--- src/rtl/qcache_pkg.sv ---
// Shared definitions for the head/tail cached queue buffer.
package qcache_pkg;
    // Kind of bulk-memory block transfer a queue lane asks for.
    typedef enum logic [1:0] {
        XFER_NONE  = 2'd0,
        XFER_FLUSH = 2'd1,
        XFER_FILL  = 2'd2
    } xfer_e;
endpackage

--- src/rtl/qcache_rr_arb.sv ---
// Round-robin arbiter. It grants at most one requester per cycle, starting
// the search at the requester after the last one granted.
// Assumes: requests are level signals sampled every cycle.
module qcache_rr_arb #(
    parameter int N = 4
) (
    input  logic         clk,
    input  logic         rst_n,
    input  logic [N-1:0] req,
    output logic [N-1:0] gnt
);
    localparam int IW = (N > 1) ? $clog2(N) : 1;

    logic [IW-1:0] ptr;
    int            gidx;

    // Purpose: pick the first requester at or after the pointer.
    always_comb begin
        gnt  = '0;
        gidx = -1;
        for (int i = 0; i < N; i++) begin
            int idx;
            idx = int'(ptr) + i;
            if (idx >= N) idx = idx - N;
            if (gidx < 0 && req[idx]) begin
                gnt[idx] = 1'b1;
                gidx     = idx;
            end
        end
    end

    // Purpose: move the pointer past the winner.
    always_ff @(posedge clk) begin
        if (!rst_n) begin
            ptr <= '0;
        end else if (gidx >= 0) begin
            ptr <= IW'((gidx + 1) % N);
        end
    end
endmodule

--- src/rtl/qcache_bulk_store.sv ---
// Block-wide bulk memory model with one shared port and fixed read latency.
// A write stores a whole block at once. A read returns a whole block with
// its tag LAT cycles after issue.
// Assumes: LAT >= 1, and we and re are never high together.
module qcache_bulk_store #(
    parameter int DEPTH = 16,
    parameter int BW    = 32,
    parameter int TW    = 2,
    parameter int LAT   = 2,
    localparam int AW   = $clog2(DEPTH)
) (
    input  logic          clk,
    input  logic          rst_n,
    input  logic          we,
    input  logic          re,
    input  logic [AW-1:0] addr,
    input  logic [BW-1:0] wdata,
    input  logic [TW-1:0] rtag,
    output logic          rvalid,
    output logic [BW-1:0] rdata,
    output logic [TW-1:0] otag
);
    logic [BW-1:0] mem [DEPTH];
    logic [BW-1:0] pd  [LAT];
    logic [TW-1:0] pt  [LAT];
    logic [LAT-1:0] pv;

    // Purpose: store a block and run the read data pipeline.
    always_ff @(posedge clk) begin
        if (we) mem[addr] <= wdata;
        pd[0] <= mem[addr];
        pt[0] <= rtag;
        for (int s = 1; s < LAT; s++) begin
            pd[s] <= pd[s-1];
            pt[s] <= pt[s-1];
        end
    end

    // Purpose: track read-valid through the latency stages.
    always_ff @(posedge clk) begin
        if (!rst_n) begin
            pv <= '0;
        end else begin
            pv[0] <= re;
            for (int s = 1; s < LAT; s++) pv[s] <= pv[s-1];
        end
    end

    assign rvalid = pv[LAT-1];
    assign rdata  = pd[LAT-1];
    assign otag   = pt[LAT-1];
endmodule

--- src/rtl/qcache_lane.sv ---
// One queue: a tail cache, a head cache and the ring pointers of its bulk
// region. It asks for a refill when the head is low, and for a flush when
// the tail holds a block. A read takes the head word, or the tail word when
// the head is empty.
// Assumes: BLK and NB are powers of two, rd_en is high only when the queue
// is readable, wr_en is never high while the tail is full, and gnt is high
// only when req is high.
module qcache_lane #(
    parameter int W   = 8,
    parameter int BLK = 4,
    parameter int NB  = 4,
    localparam int TDEP = 2 * BLK,
    localparam int TAW  = $clog2(TDEP),
    localparam int CW   = $clog2(TDEP + 1),
    localparam int PW   = (NB > 1) ? $clog2(NB) : 1,
    localparam int BCW  = $clog2(NB + 1)
) (
    input  logic             clk,
    input  logic             rst_n,
    input  logic             wr_en,
    input  logic [W-1:0]     wr_data,
    input  logic             rd_en,
    output logic [W-1:0]     rd_word,
    output qcache_pkg::xfer_e xfer,
    input  logic             gnt,
    output logic [PW-1:0]    bptr,
    output logic [BLK*W-1:0] flush_blk,
    input  logic             fill_valid,
    input  logic [BLK*W-1:0] fill_blk,
    output logic [CW-1:0]    tlvl,
    output logic [CW-1:0]    hlvl,
    output logic [BCW-1:0]   blvl,
    output logic             busy
);
    import qcache_pkg::*;

    logic [W-1:0]   tmem [TDEP];
    logic [W-1:0]   hmem [TDEP];
    logic [TAW-1:0] twp, trp, hwp, hrp;
    logic [CW-1:0]  tcnt, hcnt;
    logic [BCW-1:0] bcnt;
    logic [PW-1:0]  bwp, brp;
    logic           inflight;
    logic           head_rd, tail_rd, want_fill, want_flush, do_fill, do_flush;

    // Purpose: choose the read source and the bulk request.
    always_comb begin
        head_rd    = rd_en && (hcnt != '0);
        tail_rd    = rd_en && (hcnt == '0);
        rd_word    = (hcnt != '0) ? hmem[hrp] : tmem[trp];
        want_fill  = (bcnt != '0) && !inflight && (hcnt <= CW'(BLK));
        want_flush = (tcnt >= CW'(BLK)) && (bcnt < BCW'(NB)) && !tail_rd;
        xfer       = want_fill ? XFER_FILL : (want_flush ? XFER_FLUSH : XFER_NONE);
        do_fill    = gnt && want_fill;
        do_flush   = gnt && !want_fill;
        bptr       = want_fill ? brp : bwp;
    end

    // Purpose: gather the oldest block of the tail cache for a flush.
    always_comb begin
        for (int i = 0; i < BLK; i++) begin
            logic [TAW-1:0] idx;
            idx = trp + TAW'(i);
            flush_blk[i*W +: W] = tmem[idx];
        end
    end

    // Purpose: cache storage writes (no reset needed on data).
    always_ff @(posedge clk) begin
        if (wr_en) tmem[twp] <= wr_data;
        if (fill_valid) begin
            for (int i = 0; i < BLK; i++) begin
                logic [TAW-1:0] idx;
                idx = hwp + TAW'(i);
                hmem[idx] <= fill_blk[i*W +: W];
            end
        end
    end

    // Purpose: pointers and levels of the tail cache, head cache and bulk ring.
    always_ff @(posedge clk) begin
        if (!rst_n) begin
            twp <= '0; trp <= '0; hwp <= '0; hrp <= '0;
            tcnt <= '0; hcnt <= '0; bcnt <= '0;
            bwp <= '0; brp <= '0; inflight <= 1'b0;
        end else begin
            twp  <= twp + TAW'(wr_en);
            trp  <= trp + TAW'(tail_rd) + (do_flush ? TAW'(BLK) : TAW'(0));
            tcnt <= tcnt + CW'(wr_en) - CW'(tail_rd) - (do_flush ? CW'(BLK) : CW'(0));
            hrp  <= hrp + TAW'(head_rd);
            hwp  <= hwp + (fill_valid ? TAW'(BLK) : TAW'(0));
            hcnt <= hcnt - CW'(head_rd) + (fill_valid ? CW'(BLK) : CW'(0));
            bcnt <= bcnt + BCW'(do_flush) - BCW'(do_fill);
            bwp  <= bwp + PW'(do_flush);
            brp  <= brp + PW'(do_fill);
            if (do_fill)         inflight <= 1'b1;
            else if (fill_valid) inflight <= 1'b0;
        end
    end

    assign tlvl = tcnt;
    assign hlvl = hcnt;
    assign blvl = bcnt;
    assign busy = inflight;
endmodule

--- src/rtl/qcache_buffer.sv ---
// Top: NQ queue lanes sharing one block-wide bulk memory through a
// round-robin arbiter. It gates writes by back-pressure and reads by
// availability, and registers the read word.
// Assumes: NQ, BLK and NB are powers of two, NQ >= 2.
module qcache_buffer #(
    parameter int NQ  = 4,
    parameter int W   = 8,
    parameter int BLK = 4,
    parameter int NB  = 4,
    parameter int LAT = 2,
    localparam int QW   = $clog2(NQ),
    localparam int TDEP = 2 * BLK,
    localparam int CW   = $clog2(TDEP + 1),
    localparam int PW   = (NB > 1) ? $clog2(NB) : 1,
    localparam int BCW  = $clog2(NB + 1),
    localparam int AW   = $clog2(NQ * NB),
    localparam int BW   = BLK * W
) (
    input  logic          clk,
    input  logic          rst_n,
    input  logic          in_valid,
    input  logic [QW-1:0] in_qid,
    input  logic [W-1:0]  in_data,
    output logic [NQ-1:0] in_full,
    input  logic          rd_en,
    input  logic [QW-1:0] rd_qid,
    output logic [NQ-1:0] rd_avail,
    output logic          out_valid,
    output logic [W-1:0]  out_data
);
    import qcache_pkg::*;

    logic [W-1:0]    lane_word  [NQ];
    logic [BW-1:0]   lane_flush [NQ];
    logic [PW-1:0]   lane_bptr  [NQ];
    xfer_e           lane_xfer  [NQ];
    logic [NQ-1:0]   req, gnt, wgnt, rgnt, busy;
    logic [NQ*CW-1:0]  tlvl_flat, hlvl_flat;
    logic [NQ*BCW-1:0] blvl_flat;
    logic            wr_ok, rd_ok;
    logic [AW-1:0]   bulk_addr;
    logic [BW-1:0]   bulk_wdata, bulk_rdata;
    logic [QW-1:0]   bulk_tag, fill_tag;
    logic            fill_valid;

    assign wr_ok = in_valid && !in_full[in_qid];
    assign rd_ok = rd_en && rd_avail[rd_qid];

    for (genvar q = 0; q < NQ; q++) begin : g_lane
        logic [CW-1:0]  tl, hl;
        logic [BCW-1:0] bl;

        qcache_lane #(.W(W), .BLK(BLK), .NB(NB)) u_lane (
            .clk        (clk),
            .rst_n      (rst_n),
            .wr_en      (wr_ok && (in_qid == QW'(q))),
            .wr_data    (in_data),
            .rd_en      (rd_ok && (rd_qid == QW'(q))),
            .rd_word    (lane_word[q]),
            .xfer       (lane_xfer[q]),
            .gnt        (gnt[q]),
            .bptr       (lane_bptr[q]),
            .flush_blk  (lane_flush[q]),
            .fill_valid (fill_valid && (fill_tag == QW'(q))),
            .fill_blk   (bulk_rdata),
            .tlvl       (tl),
            .hlvl       (hl),
            .blvl       (bl),
            .busy       (busy[q])
        );

        // Purpose: per-queue flags derived from the lane levels.
        always_comb begin
            req[q]      = (lane_xfer[q] != XFER_NONE);
            rgnt[q]     = gnt[q] && (lane_xfer[q] == XFER_FILL);
            wgnt[q]     = gnt[q] && (lane_xfer[q] == XFER_FLUSH);
            in_full[q]  = (tl == CW'(TDEP));
            rd_avail[q] = (hl != '0) || ((bl == '0) && !busy[q] && (tl != '0));
        end

        assign tlvl_flat[q*CW +: CW]   = tl;
        assign hlvl_flat[q*CW +: CW]   = hl;
        assign blvl_flat[q*BCW +: BCW] = bl;
    end

    qcache_rr_arb #(.N(NQ)) u_arb (
        .clk   (clk),
        .rst_n (rst_n),
        .req   (req),
        .gnt   (gnt)
    );

    // Purpose: route the granted lane onto the bulk memory port.
    always_comb begin
        bulk_addr  = '0;
        bulk_wdata = '0;
        bulk_tag   = '0;
        for (int q = 0; q < NQ; q++) begin
            if (gnt[q]) begin
                bulk_addr  = AW'(q * NB + int'(lane_bptr[q]));
                bulk_wdata = lane_flush[q];
                bulk_tag   = QW'(q);
            end
        end
    end

    qcache_bulk_store #(.DEPTH(NQ * NB), .BW(BW), .TW(QW), .LAT(LAT)) u_bulk (
        .clk    (clk),
        .rst_n  (rst_n),
        .we     (|wgnt),
        .re     (|rgnt),
        .addr   (bulk_addr),
        .wdata  (bulk_wdata),
        .rtag   (bulk_tag),
        .rvalid (fill_valid),
        .rdata  (bulk_rdata),
        .otag   (fill_tag)
    );

    // Purpose: register the word read this cycle.
    always_ff @(posedge clk) begin
        if (!rst_n) begin
            out_valid <= 1'b0;
            out_data  <= '0;
        end else begin
            out_valid <= rd_ok;
            if (rd_ok) out_data <= lane_word[rd_qid];
        end
    end
endmodule

--- config.mk ---
export PLATFORM = sky130hd
export DESIGN_NAME = qcache_buffer
export DESIGN_NICKNAME = d
export VERILOG_FILES = /design/src/rtl/qcache_pkg.sv /design/src/rtl/qcache_rr_arb.sv /design/src/rtl/qcache_bulk_store.sv /design/src/rtl/qcache_lane.sv /design/src/rtl/qcache_buffer.sv
export SDC_FILE = /design/constraint.sdc
export NUM_CORES = 2
export LEC_CHECK = 0
export ABC_AREA = 1
export ABC_CLOCK_PERIOD_IN_PS = 9300
export BUFFER_PORTS_ARGS = -buffer_cell sky130_fd_sc_hd__clkbuf_2
export CAP_MARGIN = 20
export CORE_AREA = 2 2 436 222
export CTS_CLUSTER_SIZE = 16
export DETAILED_ROUTE_END_ITERATION = 12
export DIE_AREA = 0 0 438 224
export PLACE_DENSITY = 0.75
export SLEW_MARGIN = 15
export SYNTH_ARGS = -nofsm -noshare
export SYNTH_HDL_FRONTEND = slang
export SYNTH_SLANG_ARGS = --single-unit
--- constraint.sdc ---
create_clock -name clk -period 9.3 [get_ports clk]
set_input_delay 1.86 -clock clk [delete_from_list [all_inputs] [get_ports clk]]
set_output_delay 1.86 -clock clk [all_outputs]
set_load 0.02 [all_outputs]
**After elaboration in Yosys (flattened, before gate mapping)**

Memories as Yosys holds them, arrays and structs flattened. A register that Yosys moved wholly into a read port is not among the register bits.
Index checks and enable logic that the tools add are counted.
W data, S select, Z words.

- Flip-flop bits (word level): 125
- Bits in writable memories: 1092
- Bits of input ports: 16
- Output and inout bits: 17
- Logic and storage cells: 437
- Memories: 11

Memory list:

| memory | depth | bits a word | read ports | clocked after Yosys merged registers in | wr ports | RTL line | source |
|---|---|---|---|---|---|---|---|
| u_bulk.mem | 16 | 32 | 1 | 0 | 1 | qcache_bulk_store.sv:23 | `logic [BW-1:0] mem [DEPTH];` |
| g_lane[0].u_lane.hmem | 8 | 8 | 1 | 1 | 4 | qcache_lane.sv:38 | `logic [W-1:0] hmem [TDEP];` |
| g_lane[0].u_lane.tmem | 8 | 8 | 4 | 1 | 1 | qcache_lane.sv:37 | `logic [W-1:0] tmem [TDEP];` |
| g_lane[1].u_lane.hmem | 8 | 8 | 1 | 1 | 4 | qcache_lane.sv:38 |  |
| g_lane[1].u_lane.tmem | 8 | 8 | 4 | 1 | 1 | qcache_lane.sv:37 |  |
| g_lane[2].u_lane.hmem | 8 | 8 | 1 | 1 | 4 | qcache_lane.sv:38 |  |
| +5 memories | - | - | - | - | - | - |  |

- Add/sub/neg operators: 91
- Magnitude comparators: 31
- Equality and inequality tests: 21
- Mux-type cells: 116
- Bitwise logic cells: 4
- Reduce and logical (&&, ||, !) cells: 119

Operator list:

| kind | number |
|---|---|
| $mux W32 | 12 |
| $ge A32 B1 Y1 const B | 5 |
| $lt A32 B4 Y1 const B | 4 |
| $ge A32 B4 Y1 const B | 3 |
| $lt A32 B1 Y1 const B | 3 |
| $sub A32 B4 Y32 const B | 3 |
| $mux W3 | 24 |
| $logic_and A1 B1 Y1 | 69 |
| $add A3 B1 Y3 | 16 |
| $add A3 B2 Y3 const B | 16 |
| $mux W8 | 6 |
| $mux W1 | 45 |
| $reduce_bool A4 Y1 | 8 |
| $sub A4 B1 Y4 | 8 |
| $mux W4 | 7 |
| $add A3 B1 Y3 const B | 8 |
| $add A3 B3 Y3 | 8 |
| $mux W2 | 11 |
| $eq A2 B2 Y1 const B | 10 |
| $add A2 B1 Y2 | 8 |
| $add A4 B1 Y4 | 4 |
| $add A4 B4 Y4 | 4 |
| $bmux W8 S2 | 1 |
| $eq A4 B4 Y1 const B | 4 |
| 27 further kinds | 95 |

**Logic depth before layout (Yosys ltp)**

An unclocked memory read counts as a cell.

- Depth in word-level cells: 32
- Mapped depth: 33
- Gate-level depth less buffers: 31

**Hierarchy**

From an unflattened synthesis, not the netlist that was laid out.

- Cell total of the unflattened synthesis: 6732
- Area total of the unflattened synthesis: 59278.1 um2

By module, submodules not included:

| module | times used | cells an instance | area an instance (um2) | sequential area each (um2) |
|---|---|---|---|---|
| qcache_lane at g_lane[1].u_lane ... | 3 | 1003 | 8311.7 | 4364.2 |
| qcache_bulk_store | 1 | 2189 | 23244.8 | 16776.1 |
| qcache_lane at g_lane[0].u_lane | 1 | 992 | 8325.5 | 4364.2 |
| qcache_buffer | 1 | 446 | 2132.0 | 180.2 |
| qcache_rr_arb | 1 | 96 | 640.6 | 40.0 |

**Least setup slack after synthesis**

No wires, ideal clock.

- Path kind: input to register
- Start: input rd_qid[0]
- End: memory u_bulk.mem[10][0] (enable)
- Setup time: 0.421 ns
- Data arrival time: 5.563 ns
- Required time: 8.879 ns
- Setup slack: 3.316 ns
- Stages: 22
- Path buffers: 2
- Path through: inv_1 > nor2_1 > nand3_1 > nand2_1 > inv_2 > nand4_2 > nand2_1 > nand3_1 > nand3_1 > nand2_2 > nor2_2 > nand2_1 > nand2_1 > a21oi_2 > nand2_4 > nor2_8 > nand2_1 > nand2_1 > buf_2 > buf_2 > nand2_1 > nor2_1

- Longest elaborated chain between the ends: 27
- Elaborated cells on any way between the ends: 78
- Classes of those cells: 3 x order compare; 7 x eq/ne; 35 x mux; 3 x bitwise; 30 x reduce/logical

RTL lines:

| item | RTL line | source |
|---|---|---|
| from (decl) | qcache_buffer.sv:26 | `input logic [QW-1:0] rd_qid,` |
| $bmux W1 S2 | qcache_buffer.sv:47 | `assign rd_ok = rd_en && rd_avail[rd_qid];` |
| $mux W1 (not written as such) | qcache_buffer.sv:47 |  |
| $logic_and A1 B1 Y1 | qcache_buffer.sv:47 |  |
| $logic_and A1 B1 Y1 | qcache_buffer.sv:58 | `.rd_en (rd_ok && (rd_qid == QW'(q))),` |
| $logic_and A1 B1 Y1 | qcache_lane.sv:49 | `tail_rd = rd_en && (hcnt == '0);` |
| $logic_not A1 Y1 | qcache_lane.sv:52 | `want_flush = (tcnt >= CW'(BLK)) && (bcnt < BCW'(NB)) && !tail_rd;` |
| $logic_and A1 B1 Y1 | qcache_lane.sv:52 |  |
| $mux W1 | qcache_lane.sv:53 | `xfer = want_fill ? XFER_FILL : (want_flush ? XFER_FLUSH : XFER_NONE);` |
| (+10 left out) | - |  |
| $logic_and A1 B1 Y1 | qcache_rr_arb.sv:25 | `if (gidx < 0 && req[idx]) begin` |
| $mux W32 | qcache_rr_arb.sv:25 |  |
| $lt A32 B1 Y1 | qcache_rr_arb.sv:25 |  |
| $logic_and A1 B1 Y1 | qcache_rr_arb.sv:25 |  |
| $mux W4 | qcache_rr_arb.sv:25 |  |
| $mux W2 or $logic_and A1 B1 Y1 (tied branches) | qcache_buffer.sv:99, qcache_buffer.sv:76 |  |
| $mux W4 or $reduce_or A4 Y1 (tied branches) | qcache_buffer.sv:99, qcache_buffer.sv:110 |  |
| $mux W4 or $mux W1 (tied branches) (2 in series) | qcache_buffer.sv:99, qcache_bulk_store.sv:30 |  |
| to (decl) | qcache_bulk_store.sv:23 |  |

Several ways; a longest one is shown, not always the timed one. The select of a mux whose other input is x is not followed.

**Final worst setup path**

- Start: input rd_qid[0]
- End: memory u_bulk.mem[6][29] (enable)

The elaborated chain is that of the path after synthesis.

==> flow_metrics.env <==
export IMPL_die_area_um2=98110
export IMPL_pin_count=33
export IMPL_setup_tns_ns=0
export IMPL_grt_pass1_vias=39260
export IMPL_slew_violations=0
export IMPL_fp_row_count=80
export IMPL_critPathCaptureType="register"
export IMPL_reg2reg_depth=17
export IMPL_start_util_pct=59.43
export IMPL_maxCapViolations=0
export IMPL_nets=5815
export IMPL_synth_area_per_cell_um2=9.709
export IMPL_ant_nets=0
export IMPL_ys_warn_count=0
export IMPL_ys_top_cells_by_area="edfxtp_1 55%, nand2_1 12%, dfxtp_1 6.6%, o21ai_0 5.9%, nand3_1 3.2%"
export IMPL_synth_cell_type_count=52
export IMPL_cts_clk_slew_worst_paths_ns=0.07
export IMPL_grt_use_total_pct=35.58
export IMPL_fin_crit_sh_pct=74.27
export IMPL_synth_edf_count=1024
export IMPL_dr_pass1_iters=8
export IMPL_hold_viol=0
export IMPL_fmax_mhz=144.8
export IMPL_rrSetupSlack_ns=2.93
export IMPL_cts_tree="done"
export IMPL_outcome="complete, no violations"
export IMPL_via_count=43950
export IMPL_cp_arrival_ns=7.37
export IMPL_antenna_found_initial=10
export IMPL_cp_start_kind="input pin"
export IMPL_layout_common_cells="1812 x nand2_1, 1024 x edfxtp_1, 655 x o21ai_0, 414 x inv_1, 359 x nand3_1"
export IMPL_required_ns=9.76
export IMPL_critPathKind="in -> reg"
export IMPL_post_drt_via_cell_ratio=6.228
export IMPL_finalClockSkew_ns=0.05540
export IMPL_cts_sinks=1209
export IMPL_yosysSeqAreaShare_pct=61.48
export IMPL_rsz0062_at_grt="no"
export IMPL_cts_root_buffer="clkbuf_16"
export IMPL_routed_wl_um=176900
export IMPL_final_setup_viol_count=0
export IMPL_worst_r2r_endpoint="u_bulk.mem[0][23]$_DFFE_PP_"
export IMPL_synth_nets=5895
export IMPL_post_route_drc_count=0
export IMPL_die_y_um=224
export IMPL_ctsHoldBuffers=0
export IMPL_worst_pin_slew_ns=1.226
export IMPL_grt_pass1_wl_um=257200
export IMPL_synth_seq_cells=1209
export IMPL_fp_dieW_um=438
export IMPL_first_iter_violations=7981
export IMPL_post_cts_buffers=0
export IMPL_worstReg2RegStart="u_arb.ptr[0]$_SDFFE_PN0P_"
export IMPL_overflow=0
export IMPL_yosysTopAreaCellShare_pct=54.87
export IMPL_min_period_ns=6.907
export IMPL_num_fill_cells=7299
export IMPL_hpwl_um=119700
export IMPL_final_common_cell="nand2_1"
export IMPL_grt_start_max_net_pins=236
export IMPL_insertion_delay_ns=0.76
export IMPL_crit_fanout=62
export IMPL_drive_above_1_share_pct=6.674
export IMPL_synthCells=5772
export IMPL_async_flop_share_pct=0
export IMPL_post_route_util_pct=64.83
export IMPL_core_um2=94290
export IMPL_synth_flop_cell="edfxtp_1"
export IMPL_cts_resized=0
export IMPL_hp_class="reg -> reg"
export IMPL_slew_headroom_pct=18.12
export IMPL_crit_end="u_bulk.mem[6][29]$_DFFE_PP_"
export IMPL_io_buffers=32
export IMPL_syn_to_final_growth_pct=9.090
export IMPL_clk_path_buf_depth=3
export IMPL_yosys_area_top_type="edfxtp_1"
export IMPL_wl_per_cell_um=25.06
export IMPL_crit_start="rd_qid[0]"
export IMPL_netlist_area_um2=56040
export IMPL_finalWeightedCongestion=1.017
export IMPL_cts_htree_levels=3
export IMPL_cts_made_buffers=104
==> through the flow <==
step	cells	instance area, µm²	hold slack [ns]	setup WS [ns]
floorplan	5772	56040	0.3096	3.316
global placement	6835	57260	0.3135	1.842
detailed placement	6839	57350	0.3121	1.851
CTS	7037	60890	0.3269	2.618
global route	7055	61130	0.3349	2.137
finish	7057	61130	0.3279	2.393
==> state kept, by name (all words and copies together), names as in the netlist <==
name and cells:
u_arb.ptr 2, u_bulk.mem 512, out_valid 1, u_bulk.pv 2
g_lane.u_lane.tmem 256, g_lane.u_lane.tlvl 16, g_lane.u_lane.hwp 4, g_lane.u_lane.hlvl 16
out_data 8, g_lane.u_lane.hmem 256, u_bulk.pd 64, g_lane.u_lane.brp 8
g_lane.u_lane.hrp 12, g_lane.u_lane.bwp 8, g_lane.u_lane.trp 12, g_lane.u_lane.blvl 12
g_lane.u_lane.busy 4, u_bulk.pt 4, g_lane.u_lane.twp 12
==> metal layers <==
metal  part of all wire, %  up-vias  global-route usage (%)
met1                    42    20850                   56.05
met2                    37     3192                   43.59
met5                 0.097        -                  0.8309
met3                    18      320                   15.10
li1                      -    19580                       -
met4                   2.8       10                   9.789
==> kinds of logic (layout without fill, tap and decap cells) <==
family	count (synthesis)	after routing	share of synthesized area, %
other cells	0	2	0
compound gates	966	966	9.755
xor+xnor	45	45	0.7033
mux	56	56	1.014
buf+inv	749	761	5.383
simple gates	2640	2640	19.11
fa+ha+maj	107	107	2.550
flops	1209	1209	61.48
==> how the worst min path moves through the flow <==
stage	cells after the start	to	start
after floorplan	0	u_bulk.pd[0][32]$_DFF_P_	u_bulk.pd[0][0]$_DFF_P_
after CTS	0	u_bulk.pd[0][52]$_DFF_P_	u_bulk.pd[0][20]$_DFF_P_
final	0	u_bulk.pd[0][52]$_DFF_P_	u_bulk.pd[0][20]$_DFF_P_
after detailed placement	0	u_bulk.pd[0][52]$_DFF_P_	u_bulk.pd[0][20]$_DFF_P_
after global routing	0	u_bulk.pd[0][52]$_DFF_P_	u_bulk.pd[0][20]$_DFF_P_
after global placement	0	u_bulk.pd[0][52]$_DFF_P_	u_bulk.pd[0][20]$_DFF_P_
==> critical path, cell delays in order <==
cell and delay [ns]:
clkbuf_2 0.12, inv_1 0.06, nor2_1 0.35, nand3_1 0.19, nand2_1 0.11, inv_2 0.06, nand4_2 0.10, nand2_1 0.09
nand3_1 0.11, nand3_1 0.19, nand2_2 0.23, nor2_2 0.09, nand2_1 0.06, nand2_1 0.06, a21oi_2 0.19, nand2_4 0.56
nor2_8 0.47, inv_2 0.18, nor2_4 0.68, nand2_1 0.43, nor2_4 0.73, buf_4 0.33
==> area by class of cell <==
| class | count | area, µm² | area share, % |
|---|---|---|---|
| Sequential cell | 1209 | 34470 | 56.38 |
| Multi-Input combinational cell | 3814 | 18790 | 30.74 |
| Clock buffer | 146 | 3015 | 4.933 |
| Inverter | 434 | 1632 | 2.669 |
| Tap cell | 1271 | 1590 | 2.601 |
| Timing Repair Buffer | 129 | 1107 | 1.811 |
| Clock inverter | 52 | 525.5 | 0.8596 |
| Antenna cell | 2 | 5.005 | 0.008187 |
==> synthesized netlist by cell type, types with 8 or more instances <==
master / instances
a21oi_1: 71
buf_4: 23
inv_1: 414
clkbuf_1: 193
dfxtp_1: 185
nand4_1: 53
xnor2_1: 24
o21ai_0: 657
buf_2: 83
nor2_1: 361
a221oi_1: 14
inv_2: 16
o211ai_1: 13
fa_1: 12
nor3_1: 20
edfxtp_1: 1024
xor2_1: 21
nand2_1: 1813
a22o_1: 8
buf_1: 14
o221ai_1: 67
a22oi_1: 20
nand3_1: 359
mux2i_1: 50
o22ai_1: 81
ha_1: 95
Power is left out: the tool's default activity adds up to more than one toggle a clock period on the data nets, which glitch-free logic cannot reach.
